[config.mk]
export PLATFORM = sky130hd
export DESIGN_NAME = gpio_tmr_port
export DESIGN_NICKNAME = d
export VERILOG_FILES = /design/src/rtl/gpio_tmr_port.sv
export SDC_FILE = /design/constraint.sdc
export NUM_CORES = 1
export LEC_CHECK = 0
export CAP_MARGIN = 20
export CORE_MARGIN = 5
export CORE_UTILIZATION = 38
export DETAILED_ROUTE_END_ITERATION = 8
export MAX_ROUTING_LAYER = met4
export PLACE_DENSITY = 0.79
export RECOVER_POWER = 100
export SLEW_MARGIN = 20
export SYNTH_ARGS = -nofsm -noshare
export SYNTH_HDL_FRONTEND = slang
export SYNTH_SLANG_ARGS = --single-unit
[constraint.sdc]
create_clock -name clk -period 1.2 [get_ports clk]
set_clock_uncertainty 0.1 [all_clocks]
set_input_delay 0.12 -clock clk [delete_from_list [all_inputs] [get_ports clk]]
set_output_delay 0.12 -clock clk [all_outputs]
set_load 0.03 [all_outputs]
[src/rtl/gpio_tmr_port.sv]
module gpio_tmr_port #(
  parameter int NPIN = 7,
  parameter int NTA = 4,
  parameter int NTB = 2,
  parameter int AW = 8,
  parameter int DW = 8,
  parameter logic [AW-1:0] DATA_ADDR = 8'h09,
  parameter logic [AW-1:0] DIR_ADDR = 8'h0D
) (
  input  logic            clk,
  input  logic            rst_n,
  input  logic [AW-1:0]   bus_addr,
  input  logic            bus_wr,
  input  logic [NPIN-1:0] bus_wdata,
  output logic [DW-1:0]   bus_rdata,
  input  logic [NPIN-1:0] pin_in,
  output logic [NPIN-1:0] pin_out,
  output logic [NPIN-1:0] pin_oe,
  input  logic [NTA-1:0]  ta_own,
  input  logic [NTA-1:0]  ta_drv,
  input  logic [NTA-1:0]  ta_oe,
  input  logic [NTB-1:0]  tb_own,
  input  logic [NTB-1:0]  tb_drv,
  input  logic [NTB-1:0]  tb_oe
);
  localparam int TB_END = NTA + NTB;
  localparam int PAD = DW - NPIN;

  logic [NPIN-1:0] dir_q, lat_q, sync1_q, sync2_q;
  logic [NPIN-1:0] own, t_drv, t_oe, rd_port;

  wire wr_dir = bus_wr && (bus_addr == DIR_ADDR);
  wire wr_dat = bus_wr && (bus_addr == DATA_ADDR);

  always_ff @(posedge clk or negedge rst_n)
    if (!rst_n) dir_q <= '0;
    else if (wr_dir) dir_q <= bus_wdata;

  always_ff @(posedge clk)
    if (wr_dat) lat_q <= bus_wdata;

  always_ff @(posedge clk or negedge rst_n)
    if (!rst_n) begin
      sync1_q <= '0;
      sync2_q <= '0;
    end else begin
      sync1_q <= pin_in;
      sync2_q <= sync1_q;
    end

  for (genvar g = 0; g < NPIN; g++) begin : g_pin
    if (g < NTA) begin : g_ta
      assign own[g]   = ta_own[g];
      assign t_drv[g] = ta_drv[g];
      assign t_oe[g]  = ta_oe[g];
    end else if (g < TB_END) begin : g_tb
      assign own[g]   = tb_own[g-NTA];
      assign t_drv[g] = tb_drv[g-NTA];
      assign t_oe[g]  = tb_oe[g-NTA];
    end else begin : g_plain
      assign own[g]   = 1'b0;
      assign t_drv[g] = 1'b0;
      assign t_oe[g]  = 1'b0;
    end
    assign pin_out[g] = own[g] ? t_drv[g] : lat_q[g];
    assign pin_oe[g]  = own[g] ? t_oe[g]  : dir_q[g];
  end

  assign rd_port = (dir_q & lat_q) | (~dir_q & sync2_q);

  always_comb
    if (bus_addr == DATA_ADDR)     bus_rdata = {{PAD{1'b0}}, rd_port};
    else if (bus_addr == DIR_ADDR) bus_rdata = {{PAD{1'b0}}, dir_q};
    else                           bus_rdata = '0;
endmodule


==> run summary <==
Critical path arrival - 1530 ps
Crit path launch type - flip-flop
Num CTS Buffers - 3
Total gr overflow - 0
Multi-input gate area - 533.0 sq um
Fin nets - 210
Worst skew pair latency - 330 ps
Total Power - 0.002064 W
Die X - 65.40 um
Rel. slew slack - 64.15%
Internal - 0.001600 W
Fin crit share - 146.0%
Post-Place Cells - 186
Cell Rows - 20
Util after Layout - 73.38%
DP Wirelength - 2480 um
Layout Area Growth over Synthesis - 88.95%
First-pass GRT wire length - 5354 um
Syn_area_per_cell - 14.76 sq um
Post-route antenna net violation count - 0
Leading area contributor after synthesis - dfrtp_1
Grt met1 use - 17.53%
Run status - finished, violations left
Layout cell share with drive strength beyond 1 - 54.82%
Critical Path End Type - output pin
H-Tree Depth - 1
Global-route usage over all layers - 17.38%
Clock network power share - 30.0%
Pwr Density - 936.7 nW/um^2
Grt met2 use - 33.00%
Switching Power - 0.0004636 W
Least-Margin Pin Slew - 537.8 ps
VDD IR-drop max - 0.7769 mV
Synthesized flop and latch total - 28
TritonCTS clock tree - built
Part of the power in registers - 49.7%
Most Crowded Layer GR - met2
Seq/Total Area, Yosys - 63.09%
Total of max-cap violations - 0
Lkg Pwr - 0.9695 nW
Register area - 735.7 sq um
Setup ws final - -551.5 ps
Via/cell ratio - 4.990
Minimum clock period - 1752 ps
Number of global-route vias before repair - 1133
Die boundary height - 65.40 um
Unique cell type count in the Yosys netlist - 16
Cell area after layout - 2203 sq um
Switching share of total power - 22.46%
Synth warn - 0
Post-Syn Area - 1166 sq um
Final wirelength - 3415 um
Syn nets - 122
Area after DPL - 1992 sq um
Fin. Hold Viols - 0
Critical Path RT - 980 ps
Synth Instances - 79
Top cells by area, synth - dfrtp_1 (45%), mux2_2 (18%), edfxtp_1 (18%), or3b_2 (3.8%), a21oi_1 (3.0%)
Drt initial violations - 13
Starting Density - 38.83%
Worst hold path type - in -> async
Hold_buf cts - 0
Max-slew violations - 0
Die area - 4277 sq um
Fmax - 0.5709 GHz
CP max FO - 3
Setup tns final - -5924 ps
Final setup viols - 20
ANT cells - 0
Top cell type's share of synthesized area - 45.06%
Logic pwr share - 20.3%
I/O pin count - 65
GP Congestion - 0.7042
Drt wl/cell - 17.16 um
DRT Pass-1 Iters - 4
Failing checks - setup timing
Drt drc - 0
Crit Path Class - reg -> out
Via Count - 993
Core Area - 3003 sq um
Port Buf Inserts - 63
GR Util met3 - 3.077%
Largest net degree at the start of global routing - 22
Initial antenna violation count - 0
CTS Sinks - 28
CTS clk-pin slew, worst paths - 150 ps
Layout Cells excl Fill - 199
# fillers - 207
RSZ-0062 raised after global routing - true
Longest Clk Path Bufs - 2
Root buf cell - clkbuf_4
-- per-stage QoR --
stage / hold slack [ps] / worst slack (ps)
floorplan: -275.6 / -174.5
global placement: 233.3 / -550.7
detailed placement: 234.7 / -592.0
CTS: 7.489 / -569.0
global route: 211.3 / -635.6
finish: 172.2 / -551.5
-- cells by family after synthesis --
family                 synth area share [%]
AO/OA/AOI/OAI                         6.008
buffers and inverters                 2.360
flip-flops                            63.09
multiplexers                          18.35
other                                0.3216
AND/OR/NAND/NOR                       9.871
-- layout make-up --
| class | count | area share (%) |
|---|---|---|
| multi-input cells | 47 | 24.19 |
| flip-flops and latches | 28 | 33.39 |
| clock buffers | 3 | 1.022 |
| well taps | 33 | 1.874 |
| clock inverters | 1 | 1.363 |
| repair buffers | 87 | 38.16 |
-- repair_timing --
action / CTS / global route
endpoints found under the setup margin: 35 / 28
gates resized for setup: 130 / 15
pin swaps: 9 / 7
setup buffers: 9 / 2
hold endpoints to repair: 0 / 0
-- worst max-delay path, stage by stage, from the launching register on --
cell and delay [ps]:
dfrtp_1 400, buf_4 140, or3b_4 380, a21oi_4 130, buf_6 140
-- layout by cell type (no fill, tap or decap), drive strengths merged --
cell type,n
dlygate4sd3,15
or3b,6
bufinv,1
o21ai,7
nor3,1
and4bb,1
dfrtp,21
edfxtp,7
clkbuf,6
nor3b,1
nand2,2
clkdlybuf4s50,19
a21oi,7
buf,49
mux2,19
dlygate4sd2,1
nand4,1
conb,1
nor2,1
-- final timing paths --
path	cells past startpoint	start	end	slack [ps]
max in group asynchronous	2	rst_n	dir_q[1]	470
worst max register to register	2	dir_q[1]	dir_q[1]	190
worst max-delay path	4	dir_q[0]	bus_rdata[0]	-550
worst min register to register	0	sync1_q[4]	sync2_q[4]	270
worst min-delay path	2	rst_n	dir_q[5]	170
min in group clk	1	pin_in[6]	sync1_q[6]	220
-- cells in the mapped netlist, drive strengths merged --
cell type / instances
a21oi: 7
and4bb: 1
buf: 4
conb: 1
dfrtp: 21
edfxtp: 7
mux2: 19
nand2: 2
nand4: 1
nor2: 1
nor3: 1
nor3b: 1
o21ai: 7
or3b: 6
-- metal layers --
metal | share of wire (%) | vias to the layer above
met1 | 35 | 484
met5 | 0 | -
li1 | - | 463
met4 | 1.8 | 0
met2 | 58 | 38
met3 | 5.4 | 8
-- registers in the layout (all words and copies together) (netlist names) --
signal and flops:
lat_q 7, dir_q 7, sync2_q 7, sync1_q 7
-- power groups by stage --
stage,clock (W),sequential [W],combinational [W]
6_report,0.000619,0.00103,0.000420
5_1_grt,0.000659,0.00103,0.000445
4_1_cts,0.000635,0.00102,0.000419
3_5_place_dp,0,0.00104,0.000388
3_3_place_gp,0,0.00104,0.000375
2_1_floorplan,0,0.00104,0.000159
No activity file was read; power rests on OpenSTA's default activity.
